<file path="src/rtl/stopseq_pkg.sv">
package stopseq_pkg;

    typedef enum logic [2:0] {
        ST_RUN      = 3'd0,
        ST_STOP1    = 3'd1,
        ST_STOP2    = 3'd2,
        ST_STOP3    = 3'd3,
        ST_WAKE_RST = 3'd4,
        ST_ILL_RST  = 3'd5
    } st_e;

    typedef enum logic [1:0] {
        MODE_RUN   = 2'd0,
        MODE_STOP1 = 2'd1,
        MODE_STOP2 = 2'd2,
        MODE_STOP3 = 2'd3
    } mode_e;

    typedef struct packed {
        logic clk_run;
        logic core_on;
        logic ram_on;
        logic ram_stby;
        logic io_hold;
        logic io_reset;
        logic osc_on;
        logic reg_stby;
        logic cmp_on;
        logic cpu_rst;
        logic por;
        logic illegal;
    } dom_t;

endpackage

</file>
<file path="src/rtl/stopseq_mode_sel.sv">
module stopseq_mode_sel
    import stopseq_pkg::*;
(
    input  logic stop_en,
    input  logic pd,
    input  logic ppd,
    input  logic lvd_rst_en,
    output st_e  target
);

    // Deep stop is refused while the low-voltage reset is armed: fall back to stop3.
    always_comb begin
        if (!stop_en) begin
            target = ST_ILL_RST;
        end else if (pd && !lvd_rst_en) begin
            target = ppd ? ST_STOP2 : ST_STOP1;
        end else begin
            target = ST_STOP3;
        end
    end

endmodule

</file>
<file path="src/rtl/stopseq_wake_sync.sv">
module stopseq_wake_sync #(
    parameter int N_KBI       = 4,
    parameter int SYNC_STAGES = 2
) (
    input  logic             clk,
    input  logic             rst_n,
    input  logic             irq_pin,
    input  logic [N_KBI-1:0] kbi_pin,
    input  logic             rst_pin_n,
    input  logic             irq_en,
    input  logic [N_KBI-1:0] kbi_en,
    input  logic             irq_pol_high,
    input  logic             kbi_pol_high,
    input  logic             force_low,
    output logic             wake_int,
    output logic             wake_rst
);

    localparam int N_SRC = N_KBI + 2;

    logic [N_SRC-1:0] raw;
    logic [N_SRC-1:0] synced;

    assign raw = {rst_pin_n, irq_pin, kbi_pin};

    generate
        if (SYNC_STAGES <= 1) begin : g_single
            logic [N_SRC-1:0] s_q;
            always_ff @(posedge clk or negedge rst_n) begin
                if (!rst_n) s_q <= '1;
                else        s_q <= raw;
            end
            assign synced = s_q;
        end else begin : g_chain
            logic [SYNC_STAGES-1:0][N_SRC-1:0] s_q;
            always_ff @(posedge clk or negedge rst_n) begin
                if (!rst_n) s_q <= '1;
                else        s_q <= {s_q[SYNC_STAGES-2:0], raw};
            end
            assign synced = s_q[SYNC_STAGES-1];
        end
    endgenerate

    logic             irq_s;
    logic [N_KBI-1:0] kbi_s;
    logic             irq_act;
    logic [N_KBI-1:0] kbi_act;

    assign kbi_s = synced[N_KBI-1:0];
    assign irq_s = synced[N_KBI];

    // In the deepest mode the pins are always low-active.
    always_comb begin
        if (force_low || !irq_pol_high) irq_act = ~irq_s;
        else                            irq_act = irq_s;
        if (force_low || !kbi_pol_high) kbi_act = ~kbi_s;
        else                            kbi_act = kbi_s;
    end

    assign wake_int = (irq_en & irq_act) | (|(kbi_en & kbi_act));
    assign wake_rst = ~synced[N_KBI+1];

endmodule

</file>
<file path="src/rtl/stopseq_fsm.sv">
module stopseq_fsm
    import stopseq_pkg::*;
#(
    parameter int RST_CYCLES = 16
) (
    input  logic clk,
    input  logic rst_n,
    input  logic stop_req,
    input  st_e  target,
    input  logic wake_int,
    input  logic wake_rst,
    input  logic hold_clr,
    input  logic osc_keep,
    input  logic cmp_keep,
    output st_e  state,
    output logic por_q,
    output logic hold_q,
    output logic osc_q,
    output logic cmp_q
);

    localparam int             CW   = $clog2(RST_CYCLES) + 1;
    localparam logic [CW-1:0]  LAST = CW'(RST_CYCLES - 1);

    st_e           nxt;
    logic [CW-1:0] cnt;

    always_comb begin
        nxt = state;
        unique case (state)
            ST_RUN: begin
                if (stop_req) nxt = target;
            end
            ST_STOP1, ST_STOP2: begin
                if (wake_int || wake_rst) nxt = ST_WAKE_RST;
            end
            ST_STOP3: begin
                if (wake_rst)      nxt = ST_WAKE_RST;
                else if (wake_int) nxt = ST_RUN;
            end
            ST_WAKE_RST, ST_ILL_RST: begin
                if (cnt == LAST) nxt = ST_RUN;
            end
            default: nxt = ST_RUN;
        endcase
    end

    always_ff @(posedge clk or negedge rst_n) begin
        if (!rst_n) state <= ST_RUN;
        else        state <= nxt;
    end

    always_ff @(posedge clk or negedge rst_n) begin
        if (!rst_n) begin
            cnt    <= '0;
            por_q  <= 1'b0;
            hold_q <= 1'b0;
            osc_q  <= 1'b0;
            cmp_q  <= 1'b0;
        end else begin
            if (nxt != state)
                cnt <= '0;
            else if (state == ST_WAKE_RST || state == ST_ILL_RST)
                cnt <= cnt + 1'b1;

            if (nxt == ST_WAKE_RST && state != ST_WAKE_RST)
                por_q <= (state == ST_STOP1);
            else if (nxt == ST_RUN)
                por_q <= 1'b0;

            if (state == ST_STOP2 && nxt == ST_WAKE_RST)
                hold_q <= 1'b1;
            else if (hold_clr)
                hold_q <= 1'b0;

            if (state == ST_RUN && nxt == ST_STOP3) begin
                osc_q <= osc_keep;
                cmp_q <= cmp_keep;
            end
        end
    end

endmodule

</file>
<file path="src/rtl/stopseq_dom_ctl.sv">
module stopseq_dom_ctl
    import stopseq_pkg::*;
(
    input  st_e   state,
    input  logic  por_q,
    input  logic  hold_q,
    input  logic  osc_q,
    input  logic  cmp_q,
    output dom_t  dom,
    output mode_e mode
);

    always_comb begin
        dom  = '0;
        mode = MODE_RUN;
        unique case (state)
            ST_STOP1: begin
                mode         = MODE_STOP1;
                dom.io_reset = 1'b1;
                dom.reg_stby = 1'b1;
            end
            ST_STOP2: begin
                mode         = MODE_STOP2;
                dom.ram_on   = 1'b1;
                dom.ram_stby = 1'b1;
                dom.io_hold  = 1'b1;
                dom.reg_stby = 1'b1;
            end
            ST_STOP3: begin
                mode         = MODE_STOP3;
                dom.core_on  = 1'b1;
                dom.ram_on   = 1'b1;
                dom.ram_stby = 1'b1;
                dom.io_hold  = 1'b1;
                dom.reg_stby = 1'b1;
                dom.osc_on   = osc_q;
                dom.cmp_on   = cmp_q;
            end
            ST_WAKE_RST, ST_ILL_RST: begin
                dom.clk_run  = 1'b1;
                dom.core_on  = 1'b1;
                dom.ram_on   = 1'b1;
                dom.osc_on   = 1'b1;
                dom.cmp_on   = 1'b1;
                dom.io_hold  = hold_q;
                dom.cpu_rst  = 1'b1;
                dom.por      = (state == ST_WAKE_RST) && por_q;
                dom.io_reset = (state == ST_WAKE_RST) && por_q;
                dom.illegal  = (state == ST_ILL_RST);
            end
            default: begin
                dom.clk_run = 1'b1;
                dom.core_on = 1'b1;
                dom.ram_on  = 1'b1;
                dom.osc_on  = 1'b1;
                dom.cmp_on  = 1'b1;
                dom.io_hold = hold_q;
            end
        endcase
    end

endmodule

</file>
<file path="src/rtl/stopseq_top.sv">
module stopseq_top
    import stopseq_pkg::*;
#(
    parameter int N_KBI       = 4,
    parameter int SYNC_STAGES = 2,
    parameter int RST_CYCLES  = 16
) (
    input  logic             clk,
    input  logic             rst_n,
    input  logic             stop_req,
    input  logic             cfg_stop_en,
    input  logic             cfg_pd,
    input  logic             cfg_ppd,
    input  logic             cfg_lvd_rst_en,
    input  logic             cfg_osc_keep,
    input  logic             cfg_cmp_keep,
    input  logic             hold_clr,
    input  logic             wake_irq_en,
    input  logic [N_KBI-1:0] wake_kbi_en,
    input  logic             irq_pol_high,
    input  logic             kbi_pol_high,
    input  logic             irq_pin,
    input  logic [N_KBI-1:0] kbi_pin,
    input  logic             rst_pin_n,
    output logic [1:0]       mode_o,
    output logic             clk_run_o,
    output logic             core_on_o,
    output logic             ram_on_o,
    output logic             ram_stby_o,
    output logic             io_hold_o,
    output logic             io_reset_o,
    output logic             osc_on_o,
    output logic             reg_stby_o,
    output logic             cmp_on_o,
    output logic             cpu_rst_o,
    output logic             por_o,
    output logic             illegal_o,
    output logic             stop2_flag_o
);

    st_e   target;
    st_e   state;
    logic  wake_int;
    logic  wake_rst;
    logic  por_q;
    logic  hold_q;
    logic  osc_q;
    logic  cmp_q;
    dom_t  dom;
    mode_e mode;

    stopseq_mode_sel i_mode_sel (
        .stop_en    (cfg_stop_en),
        .pd         (cfg_pd),
        .ppd        (cfg_ppd),
        .lvd_rst_en (cfg_lvd_rst_en),
        .target     (target)
    );

    stopseq_wake_sync #(
        .N_KBI       (N_KBI),
        .SYNC_STAGES (SYNC_STAGES)
    ) i_wake_sync (
        .clk          (clk),
        .rst_n        (rst_n),
        .irq_pin      (irq_pin),
        .kbi_pin      (kbi_pin),
        .rst_pin_n    (rst_pin_n),
        .irq_en       (wake_irq_en),
        .kbi_en       (wake_kbi_en),
        .irq_pol_high (irq_pol_high),
        .kbi_pol_high (kbi_pol_high),
        .force_low    (state == ST_STOP1),
        .wake_int     (wake_int),
        .wake_rst     (wake_rst)
    );

    stopseq_fsm #(
        .RST_CYCLES (RST_CYCLES)
    ) i_fsm (
        .clk      (clk),
        .rst_n    (rst_n),
        .stop_req (stop_req),
        .target   (target),
        .wake_int (wake_int),
        .wake_rst (wake_rst),
        .hold_clr (hold_clr),
        .osc_keep (cfg_osc_keep),
        .cmp_keep (cfg_cmp_keep),
        .state    (state),
        .por_q    (por_q),
        .hold_q   (hold_q),
        .osc_q    (osc_q),
        .cmp_q    (cmp_q)
    );

    stopseq_dom_ctl i_dom_ctl (
        .state  (state),
        .por_q  (por_q),
        .hold_q (hold_q),
        .osc_q  (osc_q),
        .cmp_q  (cmp_q),
        .dom    (dom),
        .mode   (mode)
    );

    assign mode_o       = mode;
    assign clk_run_o    = dom.clk_run;
    assign core_on_o    = dom.core_on;
    assign ram_on_o     = dom.ram_on;
    assign ram_stby_o   = dom.ram_stby;
    assign io_hold_o    = dom.io_hold;
    assign io_reset_o   = dom.io_reset;
    assign osc_on_o     = dom.osc_on;
    assign reg_stby_o   = dom.reg_stby;
    assign cmp_on_o     = dom.cmp_on;
    assign cpu_rst_o    = dom.cpu_rst;
    assign por_o        = dom.por;
    assign illegal_o    = dom.illegal;
    assign stop2_flag_o = hold_q;

endmodule

</file>
<file path="config.mk">
export PLATFORM = sky130hd
export DESIGN_NAME = stopseq_top
export DESIGN_NICKNAME = d
export VERILOG_FILES = /design/src/rtl/stopseq_pkg.sv /design/src/rtl/stopseq_mode_sel.sv /design/src/rtl/stopseq_wake_sync.sv /design/src/rtl/stopseq_fsm.sv /design/src/rtl/stopseq_dom_ctl.sv /design/src/rtl/stopseq_top.sv
export SDC_FILE = /design/constraint.sdc
export NUM_CORES = 1
export LEC_CHECK = 0
export BUFFER_PORTS_ARGS = -buffer_cell sky130_fd_sc_hd__buf_4
export CAP_MARGIN = 20
export CELL_PAD_IN_SITES_DETAIL_PLACEMENT = 0
export CELL_PAD_IN_SITES_GLOBAL_PLACEMENT = 1
export CORE_ASPECT_RATIO = 0.5
export CORE_UTILIZATION = 39
export DETAILED_ROUTE_END_ITERATION = 7
export GPL_TIMING_DRIVEN = 1
export PLACE_DENSITY_LB_ADDON = 0.1
export SETUP_SLACK_MARGIN = 0.4
export SYNTH_ARGS = -nofsm -noshare
export SYNTH_HDL_FRONTEND = slang
export SYNTH_SLANG_ARGS = --single-unit
export TNS_END_PERCENT = 5
</file>
<file path="constraint.sdc">
create_clock -name clk -period 3.1 [get_ports clk]
set_input_delay 0 -clock clk [delete_from_list [all_inputs] [get_ports clk]]
set_output_delay 0 -clock clk [all_outputs]
set_load 0.005 [all_outputs]
</file>
Yosys cells after proc, flatten, opt, wreduce, memory -nomap -nowiden
Index checks and enable logic that the tools add are counted.
{ "totals": {"reg_bits": 24, "inputBits": 23, "out_inout_bits": 15, "elab_cells": 75} }
{ "classes": {"add_sub_neg": 1, "n_eq_ne": 10, "muxes": 28, "bitwise_logic": 6, "reduce_logical": 22} }
{ "op_table": {"columns": ["op", "count"], "rows": [
  ["$mux W3", 8],
  ["$pmux W3 S4", 1],
  ["$mux W1", 10],
  ["$mux W5", 2],
  ["$eq A3 B2 Y1 const B", 3],
  ["$eq A3 B3 Y1 const B", 3],
  ["$pmux W1 S2", 4],
  ["$logic_not A3 Y1", 2],
  ["$pmux W2 S3", 1],
  ["$reduce_bool A2 Y1", 3],
  ["$reduce_or A2 Y1", 3],
  ["$add A5 B1 Y5 const B", 1],
  ["$eq A5 B4 Y1 const B", 1],
  ["$logic_and A1 B1 Y1", 5],
  ["$and A4 B4 Y4", 1],
  ["$logic_or A1 B1 Y1", 4],
  ["$mux W4", 1],
  ["$not A4 Y4", 1],
  ["$reduce_or A4 Y1", 1],
  ["$eq A3 B1 Y1 const B", 1],
  ["$logic_not A1 Y1", 3],
  ["$ne A3 B3 Y1", 1],
  ["$ne A3 B3 Y1 const B", 1],
  ["$reduce_or A3 Y1", 1],
  ["other kinds (4)", 5]
]} }

Logic depth before layout (Yosys ltp)
Gate-level depths: netlist (run 1).
{ "logic_depth": {"depth_word": 12, "ltp_mapped": 8, "mapped_depth_nobuf": 8} }

By module
Synthesis (run 1) repeated with hierarchy kept, for this count alone.
{ "unflattened": {"cells_unflattened": 117, "hier_area_um2": 1291.2} }
{ "modules_own_cells": {"columns": ["module", "n_inst", "cells_per_inst", "area_per_inst_um2", "seq_area_each_um2"], "rows": [
  ["stopseq_fsm", 1, 66, 693.2, 300.3],
  ["stopseq_wake_sync", 1, 26, 401.6, 315.3],
  ["stopseq_dom_ctl", 1, 20, 155.1, 0.0],
  ["stopseq_mode_sel", 1, 4, 28.8, 0.0],
  ["stopseq_top", 1, 1, 12.5, 0.0]
]} }

Worst setup path before layout (run 1)
OpenSTA, ideal clock, no wires.
{ "synth_path": {"kind": "flip-flop to flip-flop", "start": "register i_fsm.state[1]", "end": "register i_fsm.hold_q", "setup_ns": 0.122, "arrival_time_ns": 1.564, "required_time_ns": 2.978, "path_slack_ns": 1.414, "path_stages_with_launch": 7, "path_buffers": 1, "synth_period_minus_slack_ns": 1.686, "cell_sequence": "dfrtp_1 -> or3b_1 -> buf_2 -> nand2_1 -> mux2i_1 -> nand2_2 -> a32o_1"} }
{ "synth_via": {"elab_chain_len": 12, "elab_cells_between_ends": 27, "classes_between": "eq/ne: 6; mux: 9; bitwise: 3; reduce/logical: 9"} }
{ "synth_lines": {"columns": ["element", "line", "source"], "rows": [
  ["start, declared", "stopseq_fsm.sv:15", "output st_e state,"],
  ["start signal, assigned", "stopseq_fsm.sv:50", "else state <= nxt;"],
  ["$eq A3 B1 Y1", "stopseq_fsm.sv:30, stopseq_top.sv:73", null],
  ["$logic_or A1 B1 Y1", "stopseq_wake_sync.sv:56", "if (force_low || !kbi_pol_high) kbi_act = ~kbi_s;"],
  ["$mux W4", "stopseq_wake_sync.sv:56", null],
  ["$and A4 B4 Y4", "stopseq_wake_sync.sv:60", "assign wake_int = (irq_en & irq_act) | (|(kbi_en & kbi_act));"],
  ["$reduce_or A4 Y1", "stopseq_wake_sync.sv:60", null],
  ["$or A1 B1 Y1", "stopseq_wake_sync.sv:60", null],
  ["$mux W3 / $logic_or A1 B1 Y1 (equally long branches)", "stopseq_fsm.sv:39, stopseq_fsm.sv:35", null],
  ["$mux W3, on equally long branches", "stopseq_fsm.sv:38, stopseq_fsm.sv:35", null],
  ["$pmux W3 S4", "stopseq_fsm.sv:30", "unique case (state)"],
  ["$eq A3 B3 Y1", "stopseq_fsm.sv:71", "if (state == ST_STOP2 && nxt == ST_WAKE_RST)"],
  ["$logic_and A1 B1 Y1 (*)", "stopseq_fsm.sv:71", null],
  ["$mux W1 / $reduce_bool A2 Y1 (equally long branches)", null, null],
  ["end signal, assigned", "stopseq_fsm.sv:57", "hold_q <= 1'b0;"],
  ["end signal, assigned", "stopseq_fsm.sv:72", "hold_q <= 1'b1;"],
  ["end signal, assigned", "stopseq_fsm.sv:74", "hold_q <= 1'b0;"],
  ["end, declared", "stopseq_fsm.sv:17", "output logic hold_q,"]
]} }
Mark *: on every way between the ends. The rest lies on a longest branch, timed or not.
A chain may end at the register's enable or synchronous reset.

Final worst setup path (run 1)
Same ends and word-level chain as after synthesis.

==> summary.md, run 1 <==
| Metric | Value |
|---|---|
| Number of flops mapped to enable cells by yosys | `0` |
| Initial Utilization | `around 43%` |
| RSZ-0062 raised after global routing | `no` |
| Drc violations | `0` |
| Number of buffers between clock root and the deepest sink | `2` |
| Cell with the most instances after synthesis | `sky130_fd_sc_hd__nand2_1` |
| Least-Margin Pin Slew | `0.706 ns` |
| Number of standard cells in the final layout excluding fillers | `roughly 200` |
| Die Height | `40.6 um` |
| Startpoint types | `register` |
| Largest net degree at the start of global routing | `25` |
| Fraction of the yosys area taken by sequential cells | `between 50% and 60%` |
| Count of maximum capacitance violations | `0` |
| Syn avg cell area | `approximately 10 sq um` |
| Arrival time worst endpoint | `2.14 ns` |
| Required time worst endpoint | `~3.3 ns` |
| Final routed wire length divided by cell count | `roughly 12 um` |
| Number of different library cells in the post-synthesis netlist | `36` |
| DIE AREA | `3210 sq um` |
| Met2 wirelength from detailed routing | `between 1000 and 1500 um` |
| Cells along the critical path | `or3b_1 -> nand2_1 -> mux2i_1 -> nand2_2 -> a32o_1` |
| Vias | `about 940` |
| Count of nets left with antenna violations after detail routing | `0` |
| Antenna diode count | `0` |
| Via density per instance | `between 4 and 5` |
| Cell family with the largest share of critical-path delay | `simple AND/OR/NAND/NOR gates` |
| Share of the clock period used by the worst path after layout | `between 60% and 70%` |
| Buffers inserted during post-CTS setup optimization | `0` |
| Worst skew pair latency | `roughly 0.27 ns` |
| Cell type with the largest total area after synthesis | `sky130_fd_sc_hd__dfstp_2` |
| Number of buffers inserted during clock tree synthesis | `3` |
| Ports | `38` |
| Worst slew margin relative to its limit | `a little over half` |
| Overall power consumption | `about 0.0011 W` |
| Core region area | `2700 sq um` |
| Layout Skew | `approximately 0.0029 ns` |
| Deepest level of the CTS H-tree | `1` |
| Share of async-settable or async-resettable flops after synthesis | `between 90% and 100%` |
| Fin. Hold Viols | `0` |
| Critical Setup Path Class | `reg2reg` |
| Most used flip-flop cell after synthesis | `sky130_fd_sc_hd__dfstp_2` |
| P_leak | `around 0.77 nW` |
| Highest metal used | `met4` |
| Most numerous cell types in the synthesized netlist | `15 x sky130_fd_sc_hd__nand2_1, 12 x sky130_fd_sc_hd__dfrtp_1, 12 x sky130_fd_sc_hd__dfstp_2, 12 x sky130_fd_sc_hd__nor2_1, 10 x sky130_fd_sc_hd__nand2b_1` |
| Worst Path Max Fanout | `12` |
| Number of flip-flops and latches in the synthesized netlist | `24` |
| Power density relative to cell area | `approximately 700 nW/um^2` |
| Drt first pass iters | `4` |
| CTS clk-pin slew, worst paths | `about 0.08 ns` |
| Routed met3 length | `around 140 um` |
| Synth-to-layout area growth | `38.9%` |
| Chip width | `about 79 um` |
| Row Count | `13` |
| Clock period minus final worst setup slack | `slightly below 2 ns` |
| Clock net sink count | `24` |
| Final net count | `between 150 and 200` |
| Type of element capturing the critical path | `register` |
| Violation count after the first detailed-route iteration | `39` |
| Met1 routed wirelength after detailed routing | `between 1000 and 1500 um` |
| IO Port Bufs | `37` |
| Hold slack | `0.0268 ns` |
| Count of instances resized after the clock tree is built | `0` |
| Vias in the first global route | `between 800 and 900` |
| Setup violations, final | `0` |
| Mapped Cells | `115` |
| Worst vdd rail ir drop | `around 0.00039 V` |
| Master of the slowest instance on the critical path | `sky130_fd_sc_hd__dfrtp_1` |
| Leading cell types by total area after synthesis | `sky130_fd_sc_hd__dfstp_2 27%, sky130_fd_sc_hd__dfrtp_1 26%, sky130_fd_sc_hd__nand2b_1 5.4%` |
| Maximum frequency from static timing analysis | `roughly 510 MHz` |
| Net Count, Synth | `140` |
| Largest stage delay on the critical path | `0.52 ns` |
| Root Buffer Master | `sky130_fd_sc_hd__clkbuf_8` |
| Total Routing Usage GR | `between 10% and 20%` |
| Cell count after placement | `between 150 and 200` |
| CTS tree | `yes` |
| Hold WC Path Type | `in2reg` |
| Detailed placer's ending HPWL | `around 1700 um` |
| Number of buffers and inverters on the critical path | `0` |
| Fraction of synthesized cell area taken by the top area cell type | `a little over a quarter` |
| First-pass GRT wire length | `~3800 um` |
| Count of pins over their slew limit | `0` |
| Syn. warnings | `0` |
| Mapped cell area | `approximately 1200 sq um` |
| Global placement routability congestion | `~0.72` |
| Detailed Route WL | `about 2300 um` |
| Fraction of final layout cells with drive strength greater than 1 | `a little under two fifths` |
| Result of the run | `complete, no violations` |
| GR Overflow Total | `0` |
| Setup TNS after final layout | `0 ns` |
| Antenna violations before repair | `0` |
## logic make-up after synthesis
logic type / Yosys count / synth area share, %
buf+inv: 14 / 5.06
xor+xnor: 4 / 3.02
flops: 24 / 53.0
compound gates: 19 / 12.9
fa+ha+maj: 2 / 2.15
simple gates: 48 / 20.2
mux: 4 / 3.66
## repair_timing
item	4_1_cts	5_1_grt
endpoints found under the hold margin	32	0
setup endpoints to repair	0	0
hold buffers	9	0
## metrics by stage
stage,cell area (sq um),utilization [%],setup slack (ns)
after CTS,1610,59.7,1.12
after global routing,1610,59.7,0.973
final,1610,59.7,1.12
after detailed placement,1460,53.9,1.14
after floorplan,1160,-,1.41
after global placement,1460,53.9,1.19
## metal layers
metal | global-route usage [%] | vias up
met3 | 5.68 | 2
met2 | 28.7 | 26
met1 | 20.8 | 433
met5 | 0 | -
li1 | - | 476
met4 | 4.09 | 0
## power breakdown
part           internal [W]  leakage [nW]  switching [W]
Combinational      0.000227         0.457       0.000202
Clock              0.000140        0.0339      0.0000995
Sequential         0.000386         0.281      0.0000721
Total              0.000754         0.772       0.000373
## layout make-up
| cell class | count | area, sq um |
|---|---|---|
| multi-input cells | 77 | 487 |
| well taps | 37 | 46.3 |
| clock buffers | 4 | 66.3 |
| inverters | 8 | 30.0 |
| fillers | 257 | 1090 |
| repair buffers | 46 | 368 |
| flip-flops and latches | 24 | 616 |
## registers in the layout, summed over array words and instances (netlist names)
name                     count
i_fsm.osc_q                  1
i_wake_sync.synced           6
i_fsm.cnt                    5
i_fsm.hold_q                 1
i_fsm.state                  3
i_fsm.por_q                  1
i_fsm.cmp_q                  1
i_wake_sync.g_chain.s_q      6
## layout by cell type (no fill, tap or decap), types with 3 or more instances in the layout
master                          instances
sky130_fd_sc_hd__nand2b_1              10
sky130_fd_sc_hd__dlygate4sd3_1          9
sky130_fd_sc_hd__nand2_1               15
sky130_fd_sc_hd__nor2_1                12
sky130_fd_sc_hd__dfrtp_1               12
sky130_fd_sc_hd__buf_4                 37
sky130_fd_sc_hd__inv_1                  8
sky130_fd_sc_hd__clkbuf_8               3
sky130_fd_sc_hd__dfstp_2               12
sky130_fd_sc_hd__xor2_1                 3
## worst min-delay path: cells and delay by family
family / cells / cell delay [ns]
buffers and inverters: 2 / 0.15
AO/OA/AOI/OAI: 1 / 0.11
## final timing paths
path	slack, ns	to	cells after the start	start
min in group asynchronous	0.17	i_fsm.cnt[1]	2	rst_n
hold / removal	0.03	i_fsm.hold_q	3	hold_clr
hold reg to reg	0.36	i_wake_sync.synced[4]	0	i_wake_sync.g_chain.s_q[4]
setup / recovery	1.12	i_fsm.hold_q	5	i_fsm.state[1]
max in group asynchronous	2.65	i_wake_sync.synced[5]	2	rst_n
setup reg to reg	1.12	i_fsm.hold_q	5	i_fsm.state[1]
Note: power is estimated with default switching activity, not from simulation.
==> run 2: changes to the inputs <==
Settings changed: ABC_AREA set to 1, CORE_UTILIZATION 39 to 32.
Clock period 3.1 ns to 1.76 ns, I/O delays scaled along.
==> summary.md, run 2 <==
| Metric | Value |
|---|---|
| Result of the run | `complete, no violations` |
| Leading cell types by total area after synthesis | `sky130_fd_sc_hd__dfstp_2 25%, sky130_fd_sc_hd__dfrtp_1 24%, sky130_fd_sc_hd__nand2_1 12%` |
| Final routed wire length divided by cell count | `10.4 um (-11%)` |
| Mapped cell area | `1240 sq um (+7.0%)` |
| DIE AREA | `4150 sq um (+29%)` |
| RSZ-0062 raised after global routing | `yes` |
| Required time worst endpoint | `1.98 ns (-1.28 ns)` |
| Detailed Route WL | `2770 um (+20%)` |
| Startpoint of the worst setup timing path | `i_fsm.cnt[0]` |
| Ports | `38 (unchanged)` |
| Number of buffers between clock root and the deepest sink | `2 (unchanged)` |
| Launch instance of the worst register-to-register path | `i_fsm.cnt[0]` |
| Share of async-settable or async-resettable flops after synthesis | `100% (unchanged)` |
| Worst Path Max Fanout | `5 (-7)` |
| Cells along the critical path | `ha_2 -> and3_4 -> ha_4 -> inv_2 -> nand2_1 -> nand2_1 -> o21bai_4 -> nor2_2 -> nor2_2 -> nand2_2 -> nor2_1` |
| Global placement routability congestion | `0.807 (+11%)` |
| Final net count | `240 (+30%)` |
| Maximum frequency from static timing analysis | `588 MHz (+16%)` |
| Worst slew margin relative to its limit | `71.6% (+19 points)` |
| Setup violations, final | `0 (unchanged)` |
| Drt first pass iters | `4 (unchanged)` |
| Master of the slowest instance on the critical path | `sky130_fd_sc_hd__dfrtp_1` |
| Startpoint types | `register` |
| Largest net degree at the start of global routing | `25 (unchanged)` |
| Count of cells along the worst register-to-register path | `11 (+6)` |
| Root Buffer Master | `sky130_fd_sc_hd__clkbuf_8` |
| Worst R2R End | `i_fsm.cnt[0]` |
| Syn avg cell area | `8.23 sq um (-19%)` |
| Met3 layer usage reported by global route | `4.79% (-0.90 points)` |
| Die Height | `46.1 um (+14%)` |
| Vias | `1,141 (+22%)` |
| Fraction of final layout cells with drive strength greater than 1 | `49.5% (+12 points)` |
| CTS tree | `yes` |
| Most common cell after layout, fill and taps aside | `sky130_fd_sc_hd__buf_4` |
| Met2 Resource Use GR | `24.1% (-4.5 points)` |
| Number of different library cells in the post-synthesis netlist | `28 (-22%)` |
| Antenna violations before repair | `0 (unchanged)` |
| Fraction of synthesized cell area taken by the top area cell type | `25.4% (-1.8 points)` |
| Row Count | `15 (+2)` |
| Count of nets left with antenna violations after detail routing | `0 (unchanged)` |
| Most frequent cells in the layout | `51 x sky130_fd_sc_hd__buf_4, 34 x sky130_fd_sc_hd__nand2_1, 18 x sky130_fd_sc_hd__inv_1, 13 x sky130_fd_sc_hd__nor2_1, 12 x sky130_fd_sc_hd__dfstp_2` |
| Hold WC Path Type | `in2async` |
| Chip width | `90.1 um (+14%)` |
| Clock net sink count | `24 (unchanged)` |
| Fin. Hold Viols | `0 (unchanged)` |
| P_leak | `0.969 nW (+26%)` |
| Detailed placer's ending HPWL | `2090 um (+21%)` |
| Type of element capturing the critical path | `register` |
| Total Routing Usage GR | `14.8% (-1.8 points)` |
| Violation count after the first detailed-route iteration | `25 (-36%)` |
| Reg2Reg Setup Slack | `0.06 ns (-1.07 ns)` |
| Layout Skew | `0.0124 ns (+0.00954 ns)` |
| Arrival time worst endpoint | `1.92 ns (-0.22 ns)` |
| Deepest level of the CTS H-tree | `1 (unchanged)` |
| Share of the clock period used by the worst path after layout | `96.7% (+33 points)` |
| Antenna diode count | `0 (unchanged)` |
| Worst setup slack before clock tree synthesis | `0.0439 ns (-1.09 ns)` |
| Number of flops mapped to enable cells by yosys | `0 (unchanged)` |
| Synth-to-layout area growth | `56.0%` |
| First-pass GRT wire length | `4700 um (+23%)` |
| Vias in the first global route | `1,013 (+16%)` |
| Count of maximum capacitance violations | `0 (unchanged)` |
| Smallest setup slack after layout | `0.0585 ns (-1.07 ns)` |
| Cell with the most instances after synthesis | `sky130_fd_sc_hd__nand2_1` |
| Via density per instance | `4.31 (-9.9%)` |
| Syn. warnings | `0 (unchanged)` |
| CTS clk-pin slew, worst paths | `0.09 ns (about the same)` |
| Drc violations | `0 (unchanged)` |
| IO Port Bufs | `37 (unchanged)` |
| Critical Setup Path Class | `reg2reg` |
| Initial Utilization | `34.8% (-8.2 points)` |
| Count of pins over their slew limit | `0 (unchanged)` |
| Most Crowded Layer GR | `met2` |
| Cell type with the largest total area after synthesis | `sky130_fd_sc_hd__dfstp_2` |
| Overall power consumption | `0.00222 W (+97%)` |
| Largest stage delay on the critical path | `0.39 ns (-0.13 ns)` |
| Clock period minus final worst setup slack | `1.70 ns (-0.274 ns)` |
| Met1 Usage GRT | `20.1% (-0.69 points)` |
| Fraction of the yosys area taken by sequential cells | `49.5% (-3.5 points)` |
| Least-Margin Pin Slew | `0.421 ns (-0.285 ns)` |
| Worst setup path endpoint | `i_fsm.cnt[0]` |
| Worst vdd rail ir drop | `0.000570 V (+45%)` |
| Net Count, Synth | `176 (+26%)` |
| Core region area | `3570 sq um (+32%)` |
| Worst skew pair latency | `0.28 ns (about the same)` |
| GR Overflow Total | `0 (unchanged)` |
| Most numerous cell types in the synthesized netlist | `40 x sky130_fd_sc_hd__nand2_1, 22 x sky130_fd_sc_hd__inv_1, 18 x sky130_fd_sc_hd__nor2_1` |
| Mapped Cells | `151 (+31%)` |
| Power density relative to cell area | `1140 nW/um^2 (+64%)` |
| Number of buffers inserted during clock tree synthesis | `3 (unchanged)` |
| Number of flip-flops and latches in the synthesized netlist | `24 (unchanged)` |
| Most used flip-flop cell after synthesis | `sky130_fd_sc_hd__dfstp_2` |
[run 2: cell types whose count changed after synthesis, sizes merged, moves of 3 or more]
cell / change
nand2: +26
o21ai: +5
nor2: +9
nand3: +12
inv: +16
nand2b: -10
a31oi: -3
[run 2: power by group]
group	leakage [nW]	switching [W]	internal (W)
clock	0.0339	0.000188	0.000247
sequential	0.284	0.0000770	0.000658
combinational	0.651	0.000541	0.000508
total	0.969	0.000806	0.00141
[run 2: through the flow]
stage	instances	utilization (%)	TNS [ns]	hold slack [ns]	instance area, sq um
floorplan	151	-	0	-0.296	1250
global placement	246	45.9	0	-0.0826	1640
detailed placement	246	45.9	0	-0.0846	1640
CTS	265	53.0	0	0.153	1890
global route	265	54.4	-0.295	0.178	1940
finish	265	54.4	0	0.143	1940
[run 2: kinds of logic after synthesis]
group,synth area share (%)
simple gates,32.0
fa+ha+maj,2.01
flops,49.5
mux,0.806
buf+inv,8.96
xor+xnor,2.12
compound gates,4.53
[run 2: repair_timing]
action                                 CTS  global route
setup endpoints to repair               19            20
resized for setup                       12            15
cloned                                   0             0
setup buffers                            5             0
hold buffers                            10             0
pin swaps                                7             5
endpoints found under the hold margin   33             0
[run 2: layout make-up]
cell class	count	area, sq um
Fill cell	341	1630
Multi-Input combinational cell	101	618
Clock buffer	4	66.3
Inverter	24	90.1
Sequential cell	24	617
Tap cell	51	63.8
Timing Repair Buffer	61	483
[run 2: routing by layer]
metal,vias to the layer above,wire length (um)
met5,-,0
met4,0,14
met3,4,142
met2,23,1200
met1,524,1410
li1,590,-
[run 2: worst max-delay path: cells and delay by family (launching register included)]
kind,cells,cell delay (ns)
DFF,1,0.39
buffers and inverters,1,0.05
adders and majority gates,2,0.34
AOI/OAI and AO/OA,1,0.13
and+or+nand+nor,7,0.73
[run 2: how the worst min path moves through the flow]
stage | cells after the start | end | start
floorplan | 0 | i_fsm.cmp_q | rst_n
global placement | 1 | i_fsm.cnt[1] | rst_n
detailed placement | 1 | i_fsm.cnt[1] | rst_n
CTS | 2 | i_fsm.cnt[1] | rst_n
global route | 2 | i_fsm.cnt[0] | rst_n
finish | 2 | i_fsm.cnt[0] | rst_n
==> run 3: changes to the inputs <==
Settings changed: PLACE_DENSITY set to 0.81, PLACE_DENSITY_LB_ADDON 0.1 to unset.
==> summary.md, run 3 (synthesized netlist as in run 2, its figures left out) <==
| Metric | Value |
|---|---|
| Detailed Route WL | `2790 um (+0.72%)` |
| Clock period minus final worst setup slack | `1.70 ns (-0.00255 ns)` |
| Worst setup slack before clock tree synthesis | `0.00718 ns (-0.0367 ns)` |
| Critical Setup Path Class | `reg2reg` |
| CTS clk-pin slew, worst paths | `0.09 ns (about the same)` |
| First-pass GRT wire length | `4550 um (-3.2%)` |
| Row Count | `15 (unchanged)` |
| Worst slew margin relative to its limit | `80.3% (+8.7 points)` |
| Antenna diode count | `0 (unchanged)` |
| Count of maximum capacitance violations | `0 (unchanged)` |
| Final core occ | `53.6% (-0.77 points)` |
| Share of the clock period used by the worst path after layout | `96.5% (-0.14 points)` |
| Worst vdd rail ir drop | `0.000395 V (-31%)` |
| Core region area | `3570 sq um (unchanged)` |
| Drt first pass iters | `5 (+1)` |
| Drc violations | `0 (unchanged)` |
| Deepest level of the CTS H-tree | `1 (unchanged)` |
| Antenna violations before repair | `0 (unchanged)` |
| Number of buffers inserted during clock tree synthesis | `3 (unchanged)` |
| Overall power consumption | `0.00221 W (-0.57%)` |
| CTS tree | `yes` |
| Least-Margin Pin Slew | `0.295 ns (-0.126 ns)` |
| Vias | `1,174 (+2.9%)` |
| Detailed placer's ending HPWL | `2120 um (+1.4%)` |
| Reg2Reg Setup Slack | `0.06 ns (about the same)` |
| Count of nets left with antenna violations after detail routing | `0 (unchanged)` |
| Chip width | `90.1 um (unchanged)` |
| Count of pins over their slew limit | `0 (unchanged)` |
| Power density relative to cell area | `1150 nW/um^2 (+0.86%)` |
| IO Port Bufs | `37 (unchanged)` |
| Number of buffers and inverters on the critical path | `1 (unchanged)` |
| Layout filler cell count | `348 (+2.1%)` |
| GR Overflow Total | `0 (unchanged)` |
| Arrival time worst endpoint | `1.90 ns (-0.02 ns)` |
| Violation count after the first detailed-route iteration | `74 (+200%)` |
| Master of the slowest instance on the critical path | `sky130_fd_sc_hd__dfrtp_1` |
| Clock net sink count | `24 (unchanged)` |
| Final net count | `236 (-1.7%)` |
| Count of cells along the worst register-to-register path | `11 (unchanged)` |
| Worst Path Max Fanout | `5 (unchanged)` |
| Type of element capturing the critical path | `register` |
| Total Routing Usage GR | `14.4% (-0.41 points)` |
| Cells along the critical path | `ha_2 -> and3_4 -> ha_4 -> inv_2 -> nand2_1 -> nand2_1 -> o21bai_4 -> nor2_2 -> nor2_2 -> nand2_2 -> nor2_1` |
| DIE AREA | `4150 sq um (unchanged)` |
| P_leak | `0.953 nW (-1.6%)` |
| Via density per instance | `4.50 (+4.5%)` |
| Total number of cells along the worst setup path | `11 (unchanged)` |
| Largest stage delay on the critical path | `0.41 ns (+0.02 ns)` |
| Worst setup path endpoint | `i_fsm.cnt[2]` |
| Hold WC Path Type | `in2reg` |
| Global placement routability congestion | `0.824 (+2.1%)` |
| Root Buffer Master | `sky130_fd_sc_hd__clkbuf_8` |
| Fraction of final layout cells with drive strength greater than 1 | `46.2% (-3.3 points)` |
| Worst R2R End | `i_fsm.cnt[2]` |
| Result of the run | `complete, no violations` |
| Number of buffers between clock root and the deepest sink | `2 (unchanged)` |
| Vias in the first global route | `1,093 (+7.9%)` |
| Smallest setup slack after layout | `0.0611 ns (+0.00255 ns)` |
| Startpoint types | `register` |
| Fin. Hold Viols | `0 (unchanged)` |
| Largest net degree at the start of global routing | `25 (unchanged)` |
| Launch instance of the worst register-to-register path | `i_fsm.cnt[0]` |
| Initial Utilization | `34.8% (unchanged)` |
| Die Height | `46.1 um (unchanged)` |
| Ports | `38 (unchanged)` |
| Hold slack | `0.125 ns (-0.0174 ns)` |
| RSZ-0062 raised after global routing | `yes` |
| Required time worst endpoint | `1.96 ns (-0.02 ns)` |
| Layout Skew | `0.00888 ns (-0.00354 ns)` |
| Worst skew pair latency | `0.27 ns (about the same)` |
| Post-placement cell area | `1620 sq um (-0.92%)` |
| Maximum frequency from static timing analysis | `589 MHz (+0.15%)` |
| Startpoint of the worst setup timing path | `i_fsm.cnt[0]` |
| Synth-to-layout area growth | `53.8%` |
| Cell family with the largest share of critical-path delay | `simple AND/OR/NAND/NOR gates` |
| Final design instance area without fill | `1910 sq um (-1.4%)` |
| Final routed wire length divided by cell count | `10.7 um (+2.3%)` |
| Most common cell after layout, fill and taps aside | `sky130_fd_sc_hd__buf_4` |
| Most frequent cells in the layout | `45 x sky130_fd_sc_hd__buf_4, 38 x sky130_fd_sc_hd__nand2_1, 18 x sky130_fd_sc_hd__inv_1, 12 x sky130_fd_sc_hd__nor2_1, 12 x sky130_fd_sc_hd__dfstp_2` |
| Setup violations, final | `0 (unchanged)` |
[run 3: area by class of cell]
type / count / area, sq um / area share, %
inverter: 24 / 93.8 / 4.91
multi-input combinational: 101 / 599 / 31.4
tap: 51 / 63.8 / 3.34
clock buffer: 4 / 66.3 / 3.47
sequential: 24 / 618 / 32.4
timing repair buffer: 57 / 469 / 24.6
[run 3: power breakdown]
part / leakage, nW / switching (W) / internal (W) / total [W]
logic: 0.637 / 0.000550 / 0.000494 / 0.00104
registers: 0.282 / 0.0000729 / 0.000658 / 0.000731
clock network: 0.0339 / 0.000184 / 0.000247 / 0.000431
total: 0.953 / 0.000807 / 0.00140 / 0.00221
[run 3: how the worst min path moves through the flow]
stage | start | to | slack, ns | cells past startpoint
after global routing | wake_irq_en | i_fsm.state[0] | 0.13 | 4
final | wake_irq_en | i_fsm.state[0] | 0.13 | 4
after global placement | rst_n | i_fsm.state[1] | -0.09 | 1
after CTS | wake_irq_en | i_fsm.state[0] | 0.12 | 4
after floorplan | rst_n | i_fsm.cmp_q | -0.30 | 0
after detailed placement | rst_n | i_fsm.cnt[1] | -0.08 | 1
[run 3: per-layer routing]
metal	vias to the layer above	share of wire, %	global-route usage, %
met5	-	0	0
met4	0	0	3.87
met3	0	5.7	3.96
met2	38	48	27.3
met1	555	46	16.7
li1	581	-	-
[run 3: worst min-delay path: cells and delay by family]
family / cells / cell delay [ns]
compound gates: 1 / 0.06
simple gates: 2 / 0.22
buf+inv: 1 / 0.08
[run 3: per-stage QoR]
stage	instances	TNS, ns
3_3_place_gp	244	0
4_1_cts	260	0
5_1_grt	261	-0.177
2_1_floorplan	151	0
6_report	261	0
3_5_place_dp	244	0
[run 3: repair_timing]
item                       CTS  global route
gates resized for setup      3            22
pin swaps                    1            11
hold endpoints to repair    33             0
setup endpoints to repair   19            20
setup buffers                2             1
hold buffers                10             0
